<file path="src/rtl/unpack_pkg.sv">
package unpack_pkg;

   typedef enum logic [1:0] {
      BW_LONG = 2'd0,
      BW_HALF = 2'd1,
      BW_BYTE = 2'd2,
      BW_RSVD = 2'd3
   } bus_width_e;

   typedef struct packed {
      bus_width_e width;
      logic       little;
      logic       fwft;
   } port_cfg_t;

endpackage

</file>
<file path="src/rtl/unpack_cfg_reg.sv">
module unpack_cfg_reg
   import unpack_pkg::*;
(
   input  logic       clk,
   input  logic       rst_n,
   input  logic [1:0] width_in,
   input  logic       little_in,
   input  logic       fwft_in,
   output port_cfg_t  cfg_o
);

   port_cfg_t cfg_q;

   // capture while reset is held, freeze afterwards
   always_ff @(posedge clk) begin
      if (!rst_n) begin
         cfg_q.width  <= (width_in == 2'd3) ? BW_LONG : bus_width_e'(width_in);
         cfg_q.little <= little_in;
         cfg_q.fwft   <= fwft_in;
      end
   end

   assign cfg_o = cfg_q;

endmodule

</file>
<file path="src/rtl/unpack_slicer.sv">
module unpack_slicer
   import unpack_pkg::*;
#(
   parameter int WORD_W = 36,
   parameter int LANES  = 4,
   localparam int IDX_W  = $clog2(LANES),
   localparam int LANE_W = WORD_W / LANES,
   localparam int HALF_W = WORD_W / 2
) (
   input  logic [WORD_W-1:0] word_i,
   input  bus_width_e        width_i,
   input  logic              little_i,
   input  logic [IDX_W-1:0]  idx_i,
   output logic [WORD_W-1:0] slice_o
);

   logic [LANE_W-1:0] lane [LANES];
   logic [HALF_W-1:0] half [2];
   logic [IDX_W-1:0]  lane_pos;
   logic              half_pos;

   for (genvar g = 0; g < LANES; g++) begin : g_lane
      assign lane[g] = word_i[g*LANE_W +: LANE_W];
   end

   for (genvar h = 0; h < 2; h++) begin : g_half
      assign half[h] = word_i[h*HALF_W +: HALF_W];
   end

   assign lane_pos = little_i ? idx_i : (IDX_W'(LANES - 1) - idx_i);
   assign half_pos = little_i ? idx_i[0] : ~idx_i[0];

   always_comb begin
      slice_o = '0;
      case (width_i)
         BW_HALF: slice_o[HALF_W-1:0] = half[half_pos];
         BW_BYTE: slice_o[LANE_W-1:0] = lane[lane_pos];
         default: slice_o = word_i;
      endcase
   end

endmodule

</file>
<file path="src/rtl/unpack_seq.sv">
module unpack_seq
   import unpack_pkg::*;
#(
   parameter int WORD_W = 36,
   parameter int LANES  = 4,
   localparam int IDX_W = $clog2(LANES)
) (
   input  logic              clk,
   input  logic              rst_n,
   input  bus_width_e        width_i,
   input  logic              st_empty,
   input  logic [WORD_W-1:0] st_data,
   input  logic              rd_en,
   output logic              st_pop,
   output logic [WORD_W-1:0] word_o,
   output logic              valid_o,
   output logic [IDX_W-1:0]  idx_o
);

   localparam logic [IDX_W-1:0] LAST_BYTE = IDX_W'(LANES - 1);
   localparam logic [IDX_W-1:0] LAST_HALF = IDX_W'(1);

   logic [WORD_W-1:0] word_q;
   logic              valid_q;
   logic [IDX_W-1:0]  idx_q;
   logic [IDX_W-1:0]  last_idx;
   logic              consume;
   logic              at_last;
   logic              refill;

   always_comb begin
      case (width_i)
         BW_HALF: last_idx = LAST_HALF;
         BW_BYTE: last_idx = LAST_BYTE;
         default: last_idx = '0;
      endcase
   end

   assign consume = rd_en & valid_q;
   assign at_last = (idx_q == last_idx);
   assign refill  = ~st_empty & (~valid_q | (consume & at_last));
   assign st_pop  = rst_n & refill;

   always_ff @(posedge clk) begin
      if (!rst_n) begin
         word_q  <= '0;
         valid_q <= 1'b0;
         idx_q   <= '0;
      end else begin
         if (consume) begin
            idx_q <= at_last ? '0 : idx_q + 1'b1;
         end
         if (st_pop) begin
            word_q  <= st_data;
            valid_q <= 1'b1;
         end else if (consume && at_last) begin
            valid_q <= 1'b0;
         end
      end
   end

   assign word_o  = word_q;
   assign valid_o = valid_q;
   assign idx_o   = idx_q;

endmodule

</file>
<file path="src/rtl/fifo_rd_unpacker.sv">
module fifo_rd_unpacker
   import unpack_pkg::*;
#(
   parameter int WORD_W = 36,
   parameter int LANES  = 4,
   localparam int IDX_W = $clog2(LANES)
) (
   input  logic              clk,
   input  logic              rst_n,
   input  logic [1:0]        cfg_width,
   input  logic              cfg_little,
   input  logic              cfg_fwft,
   input  logic              st_empty,
   input  logic [WORD_W-1:0] st_data,
   output logic              st_pop,
   input  logic              rd_en,
   output logic [WORD_W-1:0] rd_data,
   output logic              b_ready
);

   if (LANES < 2 || (LANES & (LANES - 1)) != 0) begin : g_bad_lanes
      $error("LANES must be a power of two of at least 2");
   end
   if (WORD_W % LANES != 0) begin : g_bad_word
      $error("WORD_W must split evenly into LANES slices");
   end

   port_cfg_t         cfg_q;
   logic [WORD_W-1:0] cur_word;
   logic              cur_valid;
   logic [IDX_W-1:0]  idx_q;
   logic [WORD_W-1:0] slice;
   logic [WORD_W-1:0] dout_q;

   unpack_cfg_reg u_cfg (
      .clk       (clk),
      .rst_n     (rst_n),
      .width_in  (cfg_width),
      .little_in (cfg_little),
      .fwft_in   (cfg_fwft),
      .cfg_o     (cfg_q)
   );

   unpack_seq #(.WORD_W(WORD_W), .LANES(LANES)) u_seq (
      .clk      (clk),
      .rst_n    (rst_n),
      .width_i  (cfg_q.width),
      .st_empty (st_empty),
      .st_data  (st_data),
      .rd_en    (rd_en),
      .st_pop   (st_pop),
      .word_o   (cur_word),
      .valid_o  (cur_valid),
      .idx_o    (idx_q)
   );

   unpack_slicer #(.WORD_W(WORD_W), .LANES(LANES)) u_slice (
      .word_i   (cur_word),
      .width_i  (cfg_q.width),
      .little_i (cfg_q.little),
      .idx_i    (idx_q),
      .slice_o  (slice)
   );

   // standard timing: slice is registered on the read edge
   always_ff @(posedge clk) begin
      if (!rst_n) begin
         dout_q <= '0;
      end else if (rd_en && cur_valid && !cfg_q.fwft) begin
         dout_q <= slice;
      end
   end

   assign rd_data = cfg_q.fwft ? slice : dout_q;
   assign b_ready = cur_valid;

endmodule

</file>
<file path="config.mk">
export PLATFORM = sky130hd
export DESIGN_NAME = fifo_rd_unpacker
export DESIGN_NICKNAME = d
export VERILOG_FILES = /design/src/rtl/unpack_pkg.sv /design/src/rtl/unpack_cfg_reg.sv /design/src/rtl/unpack_slicer.sv /design/src/rtl/unpack_seq.sv /design/src/rtl/fifo_rd_unpacker.sv
export SDC_FILE = /design/constraint.sdc
export NUM_CORES = 1
export LEC_CHECK = 0
export BUFFER_PORTS_ARGS = -buffer_cell sky130_fd_sc_hd__buf_4
export CORE_MARGIN = 2
export CORE_UTILIZATION = 44
export DETAILED_ROUTE_END_ITERATION = 10
export PLACE_DENSITY = 0.65
export SYNTH_ARGS = -nofsm -noshare
export SYNTH_HDL_FRONTEND = slang
export SYNTH_SLANG_ARGS = --single-unit
</file>
<file path="constraint.sdc">
create_clock -name clk -period 3.45 [get_ports clk]
set_input_delay 0.5175 -clock clk [delete_from_list [all_inputs] [get_ports clk]]
set_output_delay 0.5175 -clock clk [all_outputs]
set_load 0.05 [all_outputs]
</file>
# --- After elaboration in Yosys (flattened, before gate mapping) ---
# Cells that the tools add are included.
op_classes:
  order_cmp: 2
  bitwise: 10
  add_sub_neg: 2
  n_eq_ne: 4
  n_mux: 16
  reduce_logical: 6
op_table:
  columns: ["op", "n"]
  rows:
  - ["$mux W18", 4]
  - ["$mux W36", 1]
  - ["$pmux W9 S2", 2]
  - ["$bmux W9 S2", 1]
  - ["$mux W9", 2]
  - ["$and A1 B1 Y1", 4]
  - ["$eq A2 B2 Y1 const B", 2]
  - ["$mux W2", 2]
  - ["$pmux W2 S2", 1]
  - ["$ge A3 B3 Y1 const B", 1]
  - ["$logic_and A1 B1 Y1", 3]
  - ["$mux W1", 3]
  - ["$not A1 Y1", 3]
  - ["$not A2 Y3", 1]
  - ["$add A2 B1 Y2 const B", 1]
  - ["$eq A2 B1 Y1 const B", 1]
  - ["$eq A2 B2 Y1", 1]
  - ["$ge A2 B2 Y1 const B", 1]
  - ["$not A1 Y2", 1]
  - ["$reduce_bool A2 Y1", 1]
  - ["$reduce_or A2 Y1", 1]
  - ["$sub A2 B2 Y2 const A", 1]
  - ["$logic_not A1 Y1", 1]
  - ["$or A1 B1 Y1", 1]
totals:
  elab_cells: 47
  register_bits: 79
  in_bits: 44
  output_inout_bits: 38

# --- Logic depth before layout (Yosys ltp) ---
# Gate-level depths: netlist (run 1).
depth:
  depth_word: 8
  depth_mapped: 9
  mapped_depth_nobuf: 6

# --- Cells and area by module ---
# A second synthesis (run 1) with hierarchy kept.
unflattened:
  hier_cells: 562
  hier_area_um2: 4887.2
by_module_without_submodules:
  columns: ["module", "n_inst", "seq_area_each_um2", "area_per_inst_um2", "cells_per_inst"]
  rows:
  - ["fifo_rd_unpacker", 1, 720.7, 1875.5, 197]
  - ["unpack_seq", 1, 780.7, 1625.3, 179]
  - ["unpack_slicer", 1, 0.0, 1247.4, 179]
  - ["unpack_cfg_reg", 1, 120.1, 138.9, 7]

# --- Least setup slack after synthesis (run 1) ---
# Ideal clock, no wire load.
synth_timing:
  kind: "reg2out"
  from: "reg, netlist name u_cfg.cfg_o[2]"
  to: "out rd_data[8]"
  path_slack_ns: 0.513
  required_time_ns: 2.932
  path_stages_with_launch: 9
  arrival_time_ns: 2.420
  n_path_buf: 3
  cell_sequence: "edfxtp_1 > inv_1 > ha_1 > buf_2 > nor2b_1 > clkbuf_1 > clkbuf_1 > o31ai_1 > a31oi_1"
synth_via:
  elab_chain_cells: 3
  elab_cells_between_ends: 4
  cone_classes: "eq/ne: 2; mux: 2"
synth_lines:
  columns: ["item", "line", "source"]
  rows:
  - ["$eq A2 B2 Y1 or $eq A2 B1 Y1 (tied branches)", "unpack_slicer.sv:35", "case (width_i)"]
  - ["$pmux W9 S2 *", "unpack_slicer.sv:35", null]
  - ["$mux W36 *", "fifo_rd_unpacker.sv:74", "assign rd_data = cfg_q.fwft ? slice : dout_q;"]
  - ["to (decl)", "fifo_rd_unpacker.sv:17", "output logic [WORD_W-1:0] rd_data,"]
# Mark *: on every way between the ends. The rest lies on a longest branch, timed or not.

# --- Worst setup path in the final report (run 1) ---
layout_timing:
  from: "reg u_seq.idx_q[1], in the netlist u_seq.idx_o[1]"
  to: "out rd_data[0]"
layout_via:
  elab_chain_cells: 8
layout_lines:
  columns: ["item", "line", "source"]
  rows:
  - ["from (decl)", "unpack_seq.sv:25", "logic [IDX_W-1:0] idx_q;"]
  - ["from (signal assigned)", "unpack_seq.sv:51", "idx_q <= at_last ? '0 : idx_q + 1'b1;"]
  - ["$sub A2 B2 Y2", "unpack_slicer.sv:30", "assign lane_pos = little_i ? idx_i : (IDX_W'(LANES - 1) - idx_i);"]
  - ["$mux W2 *", "unpack_slicer.sv:30", null]
  - ["$not A2 Y3 (implied by the code) *", "unpack_slicer.sv:37", "BW_BYTE: slice_o[LANE_W-1:0] = lane[lane_pos];"]
  - ["$bmux W9 S2 *", "unpack_slicer.sv:37", null]
  - ["$mux W9 (implied by the code) * (2 in a row)", "unpack_slicer.sv:37", null]
  - ["$pmux W9 S2 *", "unpack_slicer.sv:35", null]
  - ["$mux W36 *", "fifo_rd_unpacker.sv:74", null]
# Mark *: on every way between the ends. The rest lies on a longest branch, timed or not. The select of a mux whose other input is x is not followed.

==> impl_metrics.csv, run 1 <==
group,metric,value,unit
yosys,syn_nets,638,
setup_path,crit_type,"register to primary output",
worst_hold_path,min_path_type,"primary input to register",
status,status,"finished, final reports clean",
finish,regArea,0.00162,mm²
timing,hold_viol,0,
clock_network,ctsHoldBuffers,0,
placed_design,place_congestion,0.842,
clock_network,cts.htree.levels,3,
floorplan,io_pins,82,
yosys,ys_seq_elements,79,
finish,diodes,0,
run,max-cap-violations,0,
timing,fin_crit,3.00,ns
routing,wl_per_cell,17.6,µm
pwr,powerDensity,424,mW/mm²
floorplan,rows,37,
setup_path,worst_ep_arrival_time,2.49,ns
yosys,syn_area_per_cell,7.95,µm²
timing,relSlewSlack,44.5,%
clock_network,clk_latency,0.36,ns
finish,fillers,1039,
pwr,peakVddDrop,0.204,mV
timing,rsz0062_at_grt,"no",
worst_hold_path,hold_path_end,"u_cfg.cfg_o[0]",
setup_path,r2r_cells,7,
clock_network,cts_setup_buffers,0,
clock_network,post_cts_resized,0,
clock_network,cts_root_buffer,"clkbuf_8",
global_routing,grt_overflow,0,
finish,final_cell_count_no_fill,775,
global_routing,grt_max_degree,80,
setup_path,crit_path_end_kind,"primary output",
placed_design,placed_cell_area,0.00527,mm²
finish,fin_nets,680,
worst_hold_path,whs_path_depth,1,
yosys,syn-instance-count,592,
routing,first_pass_iters,8,
timing,setup_viol,0,
routing,ant_nets,0,
timing,tns,0,ns
timing,max_freq,333,MHz
placed_design,place_inst,759,
finish,multiInputGateArea,0.00269,mm²
yosys,synth-edff-count,4,
routing,num_vias,4522,
setup_path,reg2reg_to,"u_seq.word_o[23]",
timing,fin_crit_sh,87.1,%
finish,drive_gt1_share,17.8,%
global_routing,track_usage,24.7,%
setup_path,crit_path_start_kind,"register",
routing,routed_via_density,5.83,
routing,drc,0,
timing,worst_slack,0.447,ns
yosys,async_flop_share,0,%
clock_network,tritoncts,"done",
setup_path,critPathRequiredTime,2.93,ns
yosys,yosysWarnings,0,
pwr,power.total,2.32,mW
finish,synthToLayoutAreaGrowth,16.5,%
yosys,ys_seq_area_share,34.5,%
placed_design,dp_hpwl,9530,µm
finish,final_design_area_no_fill,0.00548,mm²
yosys,synthFlopType,"dfxtp_1",
global_routing,antenna_found_initial,0,
pwr,leakage,2.03,nW
timing,finalMaxSlewViolations,0,
setup_path,r2r_slack,1.15,ns
placed_design,pre_cts_ws,0.885,ns
global_routing,grt_pass1_wl,21600,µm
worst_hold_path,hp-start,"cfg_fwft",
clock_network,cts_sinks,79,
placed_design,port-buffer-count,81,
floorplan,dieHeight,107,µm
routing,wl,13600,µm
floorplan,core,0.0104,mm²
yosys,synth_area,0.00471,mm²
routing,drtIter0Drc,507,
timing,worstMarginPinSlew,0.829,ns
timing,holdWs,0.321,ns
timing,fin_worst_skew,0.00824,ns
floorplan,die-width,107,µm
clock_network,cts_buffers,9,
floorplan,floorplan.initialDensity,45.4,%
global_routing,grt_pass1_vias,3947,
setup_path,regToRegStartpoint,"u_cfg.cfg_o[2]",
finish,final_core_util,52.9,%
clock_network,cts_max_path_buffers,2,
floorplan,die_area,0.0115,mm²
clock_network,path_clk_slew,0.09,ns
setup_path,worstPathMaxFanout,32,
yosys,ys_types,40,
==> registers in the layout (all words and copies together) (netlist names) <==
signal / count
dout_q: 36
u_seq.word_o: 36
u_cfg.cfg_o: 4
u_seq.idx_o: 2
u_seq.valid_o: 1
==> layout by cell type (no fill, tap or decap), types with 21 or more instances in the layout <==
master / synthesis / layout
nand4_1: 24 / 24
dfxtp_1: 75 / 74
nand4b_1: 25 / 25
mux2i_1: 36 / 36
inv_1: 21 / 21
nand3_1: 37 / 37
a21oi_1: 41 / 40
nor2_1: 23 / 23
buf_4: 4 / 94
nand2_1: 106 / 106
o21ai_0: 27 / 27
==> worst max path at each step <==
| stage | slack (ns) | start | end | depth (start not counted) |
|---|---|---|---|---|
| final | 0.45 | u_seq.idx_o[1] | rd_data[0] | 6 |
| after global routing | 0.29 | u_cfg.cfg_o[3] | rd_data[0] | 5 |
| after CTS | 0.48 | u_seq.idx_o[1] | rd_data[0] | 6 |
| after detailed placement | 0.89 | u_cfg.cfg_o[2] | rd_data[0] | 6 |
| after global placement | 0.93 | u_seq.idx_o[1] | rd_data[0] | 6 |
| after floorplan | 0.51 | u_cfg.cfg_o[2] | rd_data[8] | 8 |
==> worst max-delay path, cell delays in order (launching register included) <==
cell and delay (ns):
dfxtp_1 0.50, buf_4 0.32, or4bb_1 0.53, nand4_1 0.20, o21ai_1 0.08, a31oi_1 0.24, buf_4 0.24
==> layer usage <==
metal | wire length [µm] | track usage [%] | vias up
met1 | 6370 | 36.6 | 2103
met5 | 0 | 0 | -
met3 | 1050 | 5.02 | 15
li1 | - | - | 2211
met2 | 6000 | 34.9 | 193
met4 | 229 | 9.16 | 0
==> where the power goes <==
group | leakage [nW] | internal [mW] | switching, mW | total, mW
logic | 1.28 | 0.180 | 0.337 | 0.517
clock network | 0.0998 | 0.409 | 0.356 | 0.766
registers | 0.651 | 0.964 | 0.0779 | 1.04
total | 2.03 | 1.55 | 0.771 | 2.32
==> kinds of logic after synthesis <==
group,Yosys count,synth area share (%)
compound gates,126,15.9
flops,79,34.5
fa+ha+maj,2,0.532
xor+xnor,3,0.558
simple gates,261,31.8
mux,37,8.14
buf+inv,84,8.64
==> cells in the mapped netlist, types with 2 or more instances <==
| library cell | n | area (µm²) |
|---|---|---|
| o21ai_1 | 8 | 40.0 |
| o21ai_0 | 27 | 135 |
| inv_1 | 21 | 78.8 |
| nand2b_1 | 2 | 12.5 |
| a21oi_1 | 41 | 205 |
| or4b_1 | 7 | 70.1 |
| a22oi_1 | 18 | 135 |
| buf_4 | 4 | 30.0 |
| nand3_1 | 37 | 185 |
| or4bb_1 | 16 | 180 |
| clkbuf_1 | 34 | 128 |
| edfxtp_1 | 4 | 120 |
| buf_2 | 11 | 55.1 |
| clkbuf_2 | 2 | 10.0 |
| nand4_1 | 24 | 150 |
| nor2_1 | 23 | 86.3 |
| mux2i_1 | 36 | 360 |
| nand4b_1 | 25 | 219 |
| o211ai_1 | 17 | 128 |
| dfxtp_1 | 75 | 1500 |
| a31oi_1 | 9 | 56.3 |
| buf_1 | 4 | 15.0 |
| nand4bb_1 | 9 | 101 |
| buf_6 | 8 | 90.1 |
| nor2b_1 | 5 | 31.3 |
| nand2_1 | 106 | 398 |
| ha_1 | 2 | 25.0 |
| and2_1 | 3 | 18.8 |
| xor2_1 | 2 | 17.5 |
| a211oi_1 | 2 | 15.0 |
==> layout make-up <==
| class | instances | share of cell area [%] |
|---|---|---|
| Clock buffer | 11 | 2.40 |
| Sequential cell | 79 | 29.6 |
| Inverter | 21 | 1.44 |
| Tap cell | 136 | 3.10 |
| Multi-Input combinational cell | 429 | 49.1 |
| Clock inverter | 5 | 1.53 |
| Timing Repair Buffer | 94 | 12.9 |
Note: power is estimated with default switching activity, not from simulation.
==> run 2, diff against run 1 <==
--- a/config.mk
+++ b/config.mk
@@ -9,7 +9,7 @@
 export CORE_MARGIN = 2
 export CORE_UTILIZATION = 44
 export DETAILED_ROUTE_END_ITERATION = 10
-export PLACE_DENSITY = 0.65
+export PLACE_DENSITY = 0.73
 export SYNTH_ARGS = -nofsm -noshare
 export SYNTH_HDL_FRONTEND = slang
 export SYNTH_SLANG_ARGS = --single-unit
==> run 2 against run 1 <==
  * Final area is essentially flat
  * Critical path depth unchanged
  * Sequential cell count is the same
  * Largest power group unchanged
  * Register-to-register slack got worse by 0.31 ns
  * Worst setup slack got worse by 0.15 ns
  * Critical path type unchanged
  * Total power is 0.20% lower
  * Final cell count decreased by 0.13%
  * Largest cell class unchanged
  * Routed wire length increased by 0.23%
  * Combinational power about the same
  * Fmax decreased by 4.7%
==> impl_metrics.csv, run 2 (same netlist as run 1, synthesis figures left out) <==
group,metric,value,unit
setup_path,regToRegStartpoint,"u_cfg.cfg_o[2]",
timing,holdWs,0.333,ns
clock_network,post_cts_resized,0,
pwr,powerDensity,423,mW/mm²
setup_path,critPathRequiredTime,2.93,ns
timing,relSlewSlack,35.5,%
finish,final_design_area_no_fill,0.00549,mm²
timing,fin_crit,3.15,ns
floorplan,core,0.0104,mm²
timing,hold_viol,0,
clock_network,tritoncts,"done",
routing,drc,0,
clock_network,cts_max_path_buffers,2,
placed_design,dp_hpwl,9600,µm
global_routing,grt_pass1_wl,21400,µm
global_routing,grt_overflow,0,
timing,fin_crit_sh,91.3,%
floorplan,die_area,0.0115,mm²
setup_path,critPathLaunch,"u_seq.idx_o[1]",
finish,final_cell_count_no_fill,774,
global_routing,grt_pass1_vias,4063,
clock_network,clk_latency,0.36,ns
placed_design,placed_cell_area,0.00527,mm²
status,status,"finished, final reports clean",
setup_path,crit_path_end_kind,"primary output",
timing,finalMaxSlewViolations,0,
timing,rsz0062_at_grt,"no",
worst_hold_path,hp-start,"cfg_fwft",
global_routing,track_usage,23.8,%
finish,final_common_cell,"nand2_1",
placed_design,place_congestion,0.883,
placed_design,pre_cts_ws,0.763,ns
routing,routed_via_density,5.98,
routing,ant_nets,0,
setup_path,worst_ep_arrival_time,2.63,ns
clock_network,cts_root_buffer,"clkbuf_8",
routing,num_vias,4632,
finish,synthToLayoutAreaGrowth,16.6,%
global_routing,antenna_found_initial,0,
pwr,leakage,2.04,nW
finish,drive_gt1_share,17.7,%
timing,tns,0,ns
routing,wl_per_cell,17.7,µm
setup_path,crit_path_start_kind,"register",
worst_hold_path,min_path_type,"primary input to register",
timing,setup_viol,0,
clock_network,cts_sinks,79,
clock_network,cts_setup_buffers,0,
routing,wl,13700,µm
run,max-cap-violations,0,
pwr,power.total,2.32,mW
placed_design,place_inst,758,
finish,final_core_util,52.9,%
finish,diodes,0,
finish,fillers,948,
floorplan,dieHeight,107,µm
clock_network,ctsHoldBuffers,0,
timing,fin_worst_skew,0.0107,ns
floorplan,die-width,107,µm
timing,worstMarginPinSlew,0.966,ns
finish,layout_common_cells,"nand2_1, buf_4, dfxtp_1",
setup_path,worstPathMaxFanout,34,
clock_network,cts.htree.levels,3,
routing,drtIter0Drc,592,
pwr,peakVddDrop,0.209,mV
floorplan,io_pins,82,
finish,fin_nets,679,
setup_path,crit_type,"register to primary output",
global_routing,grt_max_degree,75,
floorplan,floorplan.initialDensity,45.4,%
floorplan,rows,37,
clock_network,cts_buffers,9,
timing,max_freq,317,MHz
timing,worst_slack,0.299,ns
placed_design,port-buffer-count,81,
clock_network,path_clk_slew,0.08,ns
routing,first_pass_iters,8,
## run 2: cell count changes in the layout (fill, tap and decap cells not counted), sizes merged
cell      delta
clkinvlp     -2
buf          -1
clkbuf       +1
clkinv       +1
## run 2: critical path, cell delays in order (launching register included)
cell	delay, ns
dfxtp_1	0.63
buf_4	0.36
or4bb_1	0.50
nand4_1	0.15
o21ai_1	0.10
a31oi_1	0.27
buf_4	0.25
## run 2: worst paths after layout
| path | depth (start not counted) | slack, ns | to |
|---|---|---|---|
| hold reg to reg | 2 | 0.45 | dout_q[18] |
| setup reg to reg | 8 | 0.84 | u_seq.word_o[4] |
| hold / removal | 1 | 0.33 | u_cfg.cfg_o[0] |
| setup / recovery | 6 | 0.30 | rd_data[0] |
## run 2: layer usage
metal | vias to the layer above | global-route usage (%) | routed length, µm
met5 | - | 0 | 0
met1 | 2162 | 34.5 | 6040
met3 | 31 | 4.90 | 1220
met2 | 227 | 33.7 | 6000
li1 | 2212 | - | -
met4 | 0 | 10.5 | 420
## run 2: layout make-up
class,count,area [µm²],area share (%)
Tap cell,136,170,3.10
Inverter,21,78.8,1.44
Multi-Input combinational cell,429,2690,49.0
Clock buffer,12,145,2.65
Sequential cell,79,1620,29.6
Clock inverter,4,70.1,1.28
Timing Repair Buffer,93,711,13.0
## run 2: report_power, final
group	internal (mW)	switching [mW]	leakage, nW
Combinational	0.181	0.335	1.28
Clock	0.426	0.333	0.110
Sequential	0.964	0.0797	0.651
Total	1.57	0.749	2.04
